`config.mk`:
```
export PLATFORM = sky130hd
export DESIGN_NAME = sfdp_probe
export DESIGN_NICKNAME = d
export VERILOG_FILES = /design/src/rtl/sfdp_probe_pkg.sv /design/src/rtl/sfdp_byte_store.sv /design/src/rtl/sfdp_field_check.sv /design/src/rtl/sfdp_probe_seq.sv /design/src/rtl/sfdp_probe.sv
export SDC_FILE = /design/constraint.sdc
export NUM_CORES = 1
export LEC_CHECK = 0
export ABC_AREA = 1
export BUFFER_PORTS_ARGS = -buffer_cell sky130_fd_sc_hd__buf_2
export CAP_MARGIN = 20
export CORE_UTILIZATION = 50
export CTS_CLUSTER_SIZE = 10
export DETAILED_ROUTE_END_ITERATION = 16
export GPL_ROUTABILITY_DRIVEN = 0
export PLACE_DENSITY = 0.7
export SYNTH_ARGS = -nofsm -noshare
export SYNTH_HDL_FRONTEND = slang
export SYNTH_HIERARCHICAL = 1
export SYNTH_SLANG_ARGS = --single-unit
```
`constraint.sdc`:
```
create_clock -name clk -period 2.05 [get_ports clk]
set_input_delay 0.41 -clock clk [delete_from_list [all_inputs] [get_ports clk]]
set_output_delay 0.41 -clock clk [all_outputs]
set_load 0.01 [all_outputs]
```
`src/rtl/sfdp_probe_pkg.sv`:
```
// Shared constants and state type for the discovery checker.
package sfdp_probe_pkg;
    localparam logic [7:0] OP_ID      = 8'h9F;
    localparam logic [7:0] OP_WREN    = 8'h06;
    localparam logic [7:0] OP_UNLOCK  = 8'h98;
    localparam logic [7:0] OP_STATUS  = 8'h05;
    localparam logic [7:0] OP_SFDP    = 8'h5A;
    localparam logic [7:0] ID_LOCKED  = 8'hBF;
    localparam logic [7:0] ERASE_4K   = 8'h20;
    localparam int         HDR_BYTES  = 16;
    localparam int         TBL_BYTES  = 8;
    localparam int         ID_BYTES   = 3;

    typedef enum logic [2:0] {
        ST_IDLE, ST_ID, ST_WREN, ST_UNLOCK, ST_POLL, ST_HDR, ST_TBL
    } probe_state_t;
endpackage

```
`src/rtl/sfdp_byte_store.sv`:
```
// Capture buffer: holds the bytes returned by the most recent command.
// Assumes the write index restarts on each framer request, and bytes
// arrive in order. Bytes past the count of the current command are kept.
module sfdp_byte_store #(
    parameter int DEPTH = 16,
    localparam int IDX_W = $clog2(DEPTH)
) (
    input  logic                 clk,
    input  logic                 rst_n,
    input  logic                 restart,
    input  logic                 wr_en,
    input  logic [7:0]           wr_data,
    output logic [DEPTH*8-1:0]   bytes_flat
);
    logic [IDX_W-1:0] idx;
    logic [7:0]       mem [DEPTH];

    // Write pointer: restart per command, advance per received byte.
    always_ff @(posedge clk) begin
        if (!rst_n || restart) idx <= '0;
        else if (wr_en)        idx <= idx + 1'b1;
    end

    // Storage cells, one per byte lane.
    for (genvar g = 0; g < DEPTH; g++) begin : g_cell
        always_ff @(posedge clk) begin
            if (!rst_n)                            mem[g] <= '0;
            else if (wr_en && idx == IDX_W'(g))    mem[g] <= wr_data;
        end
        assign bytes_flat[8*g +: 8] = mem[g];
    end
endmodule

```
`src/rtl/sfdp_field_check.sv`:
```
// Combinational field checks over the captured bytes: header signature
// and version, table erase and addressing fields, capacity and table pointer.
// Assumes header bytes 12..14 survive the table read (the table is shorter).
module sfdp_field_check
    import sfdp_probe_pkg::*;
#(
    parameter int CAP_W = 32
) (
    input  logic [HDR_BYTES*8-1:0] b,
    output logic                   hdr_ok,
    output logic                   tbl_ok,
    output logic [31:0]            tbl_addr,
    output logic [CAP_W-1:0]       cap_bytes
);
    logic [7:0]  by [HDR_BYTES];
    logic [31:0] density;

    for (genvar g = 0; g < HDR_BYTES; g++) begin : g_split
        assign by[g] = b[8*g +: 8];
    end

    // Header: signature text, version and first parameter header id.
    always_comb begin
        hdr_ok = (by[0] == 8'h53) && (by[1] == 8'h46) && (by[2] == 8'h44)
              && (by[3] == 8'h50) && (by[5] == 8'h01) && (by[8] == 8'h00)
              && (by[10] == 8'h01);
    end

    // Table: 4 KiB erase support and 3-byte addressing only.
    always_comb begin
        tbl_ok = (by[0][1:0] == 2'b01) && (by[1] == ERASE_4K)
              && !by[2][2] && !by[7][7];
    end

    // Pointer and density assembly from little-endian fields.
    assign tbl_addr  = {by[14], by[13], by[12], 8'h00};
    assign density   = {by[7], by[6], by[5], by[4]};
    assign cap_bytes = CAP_W'((density >> 3) + 32'd1);
endmodule

```
`src/rtl/sfdp_probe_seq.sv`:
```
// Discovery sequencer: issues one framer command per state, waits for its
// completion, branches on captured bytes and latches the final result.
// Assumes fr_done arrives at least one cycle after the request and after
// the last returned byte.
module sfdp_probe_seq
    import sfdp_probe_pkg::*;
#(
    parameter int POLL_LIMIT = 8,
    parameter int CAP_W      = 32,
    localparam int POLL_W    = $clog2(POLL_LIMIT + 1)
) (
    input  logic             clk,
    input  logic             rst_n,
    input  logic             start,
    input  logic [7:0]       byte0,
    input  logic             hdr_ok,
    input  logic             tbl_ok,
    input  logic [31:0]      tbl_addr,
    input  logic [CAP_W-1:0] cap_in,
    input  logic             fr_done,
    output logic             busy,
    output logic             result_valid,
    output logic             pass,
    output logic [CAP_W-1:0] capacity,
    output logic             fr_start,
    output logic [7:0]       fr_op,
    output logic [2:0]       fr_addr_len,
    output logic [31:0]      fr_addr,
    output logic [4:0]       fr_rx_len
);
    probe_state_t      state;
    logic              issued;
    logic [POLL_W-1:0] polls;

    assign busy     = (state != ST_IDLE);
    assign fr_start = busy && !issued;

    // Command fields for the current state.
    always_comb begin
        fr_op = OP_ID; fr_addr_len = 3'd0; fr_addr = '0; fr_rx_len = '0;
        case (state)
            ST_ID:     fr_rx_len = 5'(ID_BYTES);
            ST_WREN:   fr_op = OP_WREN;
            ST_UNLOCK: fr_op = OP_UNLOCK;
            ST_POLL:   begin fr_op = OP_STATUS; fr_rx_len = 5'd1; end
            ST_HDR:    begin fr_op = OP_SFDP; fr_addr_len = 3'd4;
                             fr_rx_len = 5'(HDR_BYTES); end
            ST_TBL:    begin fr_op = OP_SFDP; fr_addr_len = 3'd4;
                             fr_addr = tbl_addr; fr_rx_len = 5'(TBL_BYTES); end
            default:   ;
        endcase
    end

    // State walk, retry count and result latch.
    always_ff @(posedge clk) begin
        if (!rst_n) begin
            state <= ST_IDLE; issued <= 1'b0; polls <= '0;
            result_valid <= 1'b0; pass <= 1'b0; capacity <= '0;
        end else begin
            if (fr_start) issued <= 1'b1;
            if (fr_done)  issued <= 1'b0;
            case (state)
                ST_IDLE: if (start) begin
                    state <= ST_ID; polls <= '0;
                    result_valid <= 1'b0; pass <= 1'b0; capacity <= '0;
                end
                ST_ID: if (fr_done)
                    state <= (byte0 == ID_LOCKED) ? ST_WREN : ST_POLL;
                ST_WREN:   if (fr_done) state <= ST_UNLOCK;
                ST_UNLOCK: if (fr_done) state <= ST_POLL;
                ST_POLL: if (fr_done) begin
                    if (!byte0[0]) state <= ST_HDR;
                    else if (polls == POLL_W'(POLL_LIMIT - 1)) begin
                        state <= ST_IDLE; result_valid <= 1'b1;
                    end else polls <= polls + 1'b1;
                end
                ST_HDR: if (fr_done) begin
                    if (hdr_ok) state <= ST_TBL;
                    else begin state <= ST_IDLE; result_valid <= 1'b1; end
                end
                ST_TBL: if (fr_done) begin
                    state <= ST_IDLE; result_valid <= 1'b1;
                    pass <= tbl_ok; capacity <= tbl_ok ? cap_in : '0;
                end
                default: state <= ST_IDLE;
            endcase
        end
    end
endmodule

```
`src/rtl/sfdp_probe.sv`:
```
// Top of the discovery checker: sequencer, capture buffer and field checks.
// Assumes a command framer that samples the command fields while fr_start
// is high and returns bytes in order before pulsing fr_done.
module sfdp_probe
    import sfdp_probe_pkg::*;
#(
    parameter int POLL_LIMIT = 8,
    parameter int CAP_W      = 32
) (
    input  logic             clk,
    input  logic             rst_n,
    input  logic             start,
    output logic             busy,
    output logic             result_valid,
    output logic             pass,
    output logic [CAP_W-1:0] capacity,
    output logic             fr_start,
    output logic [7:0]       fr_op,
    output logic [2:0]       fr_addr_len,
    output logic [31:0]      fr_addr,
    output logic [4:0]       fr_rx_len,
    input  logic             fr_done,
    input  logic             fr_rx_valid,
    input  logic [7:0]       fr_rx_data
);
    logic [HDR_BYTES*8-1:0] bytes_flat;
    logic                   hdr_ok, tbl_ok;
    logic [31:0]            tbl_addr;
    logic [CAP_W-1:0]       cap_bytes;

    sfdp_byte_store #(.DEPTH(HDR_BYTES)) i_store (
        .clk(clk), .rst_n(rst_n), .restart(fr_start),
        .wr_en(fr_rx_valid), .wr_data(fr_rx_data), .bytes_flat(bytes_flat));

    sfdp_field_check #(.CAP_W(CAP_W)) i_check (
        .b(bytes_flat), .hdr_ok(hdr_ok), .tbl_ok(tbl_ok),
        .tbl_addr(tbl_addr), .cap_bytes(cap_bytes));

    sfdp_probe_seq #(.POLL_LIMIT(POLL_LIMIT), .CAP_W(CAP_W)) i_seq (
        .clk(clk), .rst_n(rst_n), .start(start), .byte0(bytes_flat[7:0]),
        .hdr_ok(hdr_ok), .tbl_ok(tbl_ok), .tbl_addr(tbl_addr),
        .cap_in(cap_bytes), .fr_done(fr_done), .busy(busy),
        .result_valid(result_valid), .pass(pass), .capacity(capacity),
        .fr_start(fr_start), .fr_op(fr_op), .fr_addr_len(fr_addr_len),
        .fr_addr(fr_addr), .fr_rx_len(fr_rx_len));
endmodule

```
==> key figures <==
Run status
  – Status: completed

Timing
  – Slew Limit Fails: 0
  – Final Critical Period: 1.94 ns
  – Setup violators final: 0
  – Clock skew: 0.0206 ns
  – Max Clock Freq: 0.516 GHz
  – Slew @ Worst Pin: 1.06 ns
  – Max_slew headroom: 28.4%
  – Unrepaired setup endpoints after global routing: false
  – Final hold violations: 0
  – Setup_tns: 0 ns
  – Period utilization: 94.6%
  – Fin Hold WS: 0.332 ns

Pwr
  – Gate power share: 19.5%
  – Pwr/cell area: 957 mW/mm2
  – Net Sw Frac: 29.7%
  – Internal power: 0.00581 W
  – Clock share of power: 38.0%
  – VDD IR-drop max: 0.000683 V
  – NetSw: 0.00246 W
  – Seq pwr share: 42.4%
  – Overall power: 0.00827 W
  – Pleak: 3.70 nW

Setup path
  – Crit end category: output port
  – Required @ worst endpoint: 1.64 ns
  – Critical path's slowest cell: dfxtp_1
  – CP max FO: 33
  – Arrival time worst endpoint: 1.53 ns
  – CP cell instances: nand2_2 -> nor2_4 -> inv_6 -> nor2_1 -> buf_2
  – Startpoint types: flop
  – Delay of the slowest critical-path stage: 0.38 ns
  – Crit Path Class: flop to output port

Synthesis
  – Synth Instances: 902
  – Synth warn: 6
  – Mean post-synth cell area: 8.40 um2
  – Mapped cell area: 0.00757 mm2

Floorplan
  – Die Y-Extent: 125 um
  – Rows: 44
  – Die area: 0.0156 mm2
  – Ports: 97
  – Initial core utilization: 51.7%
  – Die W: 125 um
  – CORE AREA: 0.0146 mm2

Clock network
  – CTS clk-pin slew, worst paths: 0.06 ns
  – Post-CTS setup repair buffer count: 0
  – Clk Latency, worst-skew pair: 0.42 ns
  – CTS tree: yes
  – H-tree Lvls: 4
  – Number of buffers created by CTS: 17
  – # hold bufs at CTS: 0
  – Clock Tree Buf Depth: 2
  – Sinks on Clock Net: 147
  – Clock root cell: clkbuf_16
  – Post_cts resized: 2

Global routing
  – Global-route wire length before repair: 26500 um
  – Vias in the first global route: 5442
  – Global route overflow: 0
  – Initial antenna violation count: 0
  – Largest net degree at the start of global routing: 35
  – All-layer global routing usage: 21.7%

Drt
  – Drt total wl: 16300 um
  – Remaining DRCs: 0
  – Initial DRC count: 550
  – Post-DRT Antenna Nets: 0
  – DRT Pass-1 Iters: 7
  – Via density: 5.01
  – WL/cell: 13.9 um
  – Total number of vias: 5881

Hold path
  – Min-delay worst type: primary input to flop

Finish
  – ANT cells: 0
  – P&R area growth vs syn: 14.0%
  – Most frequent cells in the layout: nor2_1, nand2_1, edfxtp_1
  – Final nets: 996
  – Design Area, Final: 0.00864 mm2
  – Fraction of layout instances using a drive strength above 1: 19.7%
  – Finished Layout Cells: 1174
  – Commonest non-fill, non-tap cell in the layout: nor2_1

Placement
  – Placed inst area: 0.00801 mm2
  – Port buffer count: 84
  – Post-DP HPWL: 11300 um
  – Placed cells: 1138

Flow run
  – # Max-Cap Violations: 0
## cell type report
| cell class | count | area (um2) |
|---|---|---|
| clock buffers | 20 | 447 |
| repair buffers | 113 | 641 |
| multi-input cells | 593 | 2800 |
| clock inverters | 12 | 156 |
| inverters | 105 | 404 |
| flip-flops and latches | 147 | 3960 |
| well taps | 184 | 230 |
| fillers | 1313 | 6010 |
## path summary, 6_finish.rpt
| check | startpoint | to | slack, ns | cells after the start |
|---|---|---|---|---|
| max | i_seq/state[2] | fr_addr[31] | 0.11 | 5 |
| min | fr_done | i_seq/issued | 0.33 | 4 |
| max reg2reg | i_store/idx[0] | i_store/mem[0][22] | 0.11 | 4 |
| min reg2reg | i_seq/capacity[26] | i_seq/capacity[26] | 0.46 | 2 |
## worst max-delay path: cells and delay by family, from the launching register on
kind	cells	cell delay, ns
and+or+nand+nor	3	0.43
DFF	1	0.38
buffers and inverters	2	0.28
## through the flow
stage	worst slack, ns	util [%]
6_report	0.111	59.0
4_1_cts	0.0378	58.8
3_3_place_gp	0.183	54.7
2_1_floorplan	0.305	-
3_5_place_dp	0.0765	54.7
5_1_grt	0.00312	59.0
## power groups by stage
stage / Sequential (W) / Clock, W / Combinational [W]
3_3_place_gp: 0.00357 / 0 / 0.00159
5_1_grt: 0.00354 / 0.00330 / 0.00183
2_1_floorplan: 0.00354 / 0 / 0.00136
3_5_place_dp: 0.00357 / 0 / 0.00160
6_report: 0.00351 / 0.00314 / 0.00162
4_1_cts: 0.00351 / 0.00320 / 0.00161
## routing by layer
layer	vias up	GRT usage (%)	share of wire (%)
li1	2973	-	-
met1	2694	27.5	44
met2	185	36.9	49
met3	29	4.36	5.2
met4	0	8.03	2.0
met5	-	0	0
## registers in the layout (all words and copies together), names as in the netlist
register and flops:
i_seq/capacity 32, i_seq/issued 1, i_seq/pass 1, i_seq/polls 4
i_seq/result_valid 1, i_seq/state 3, i_store/idx 4, i_store/mem 101
(Power assumes the default switching activity.)
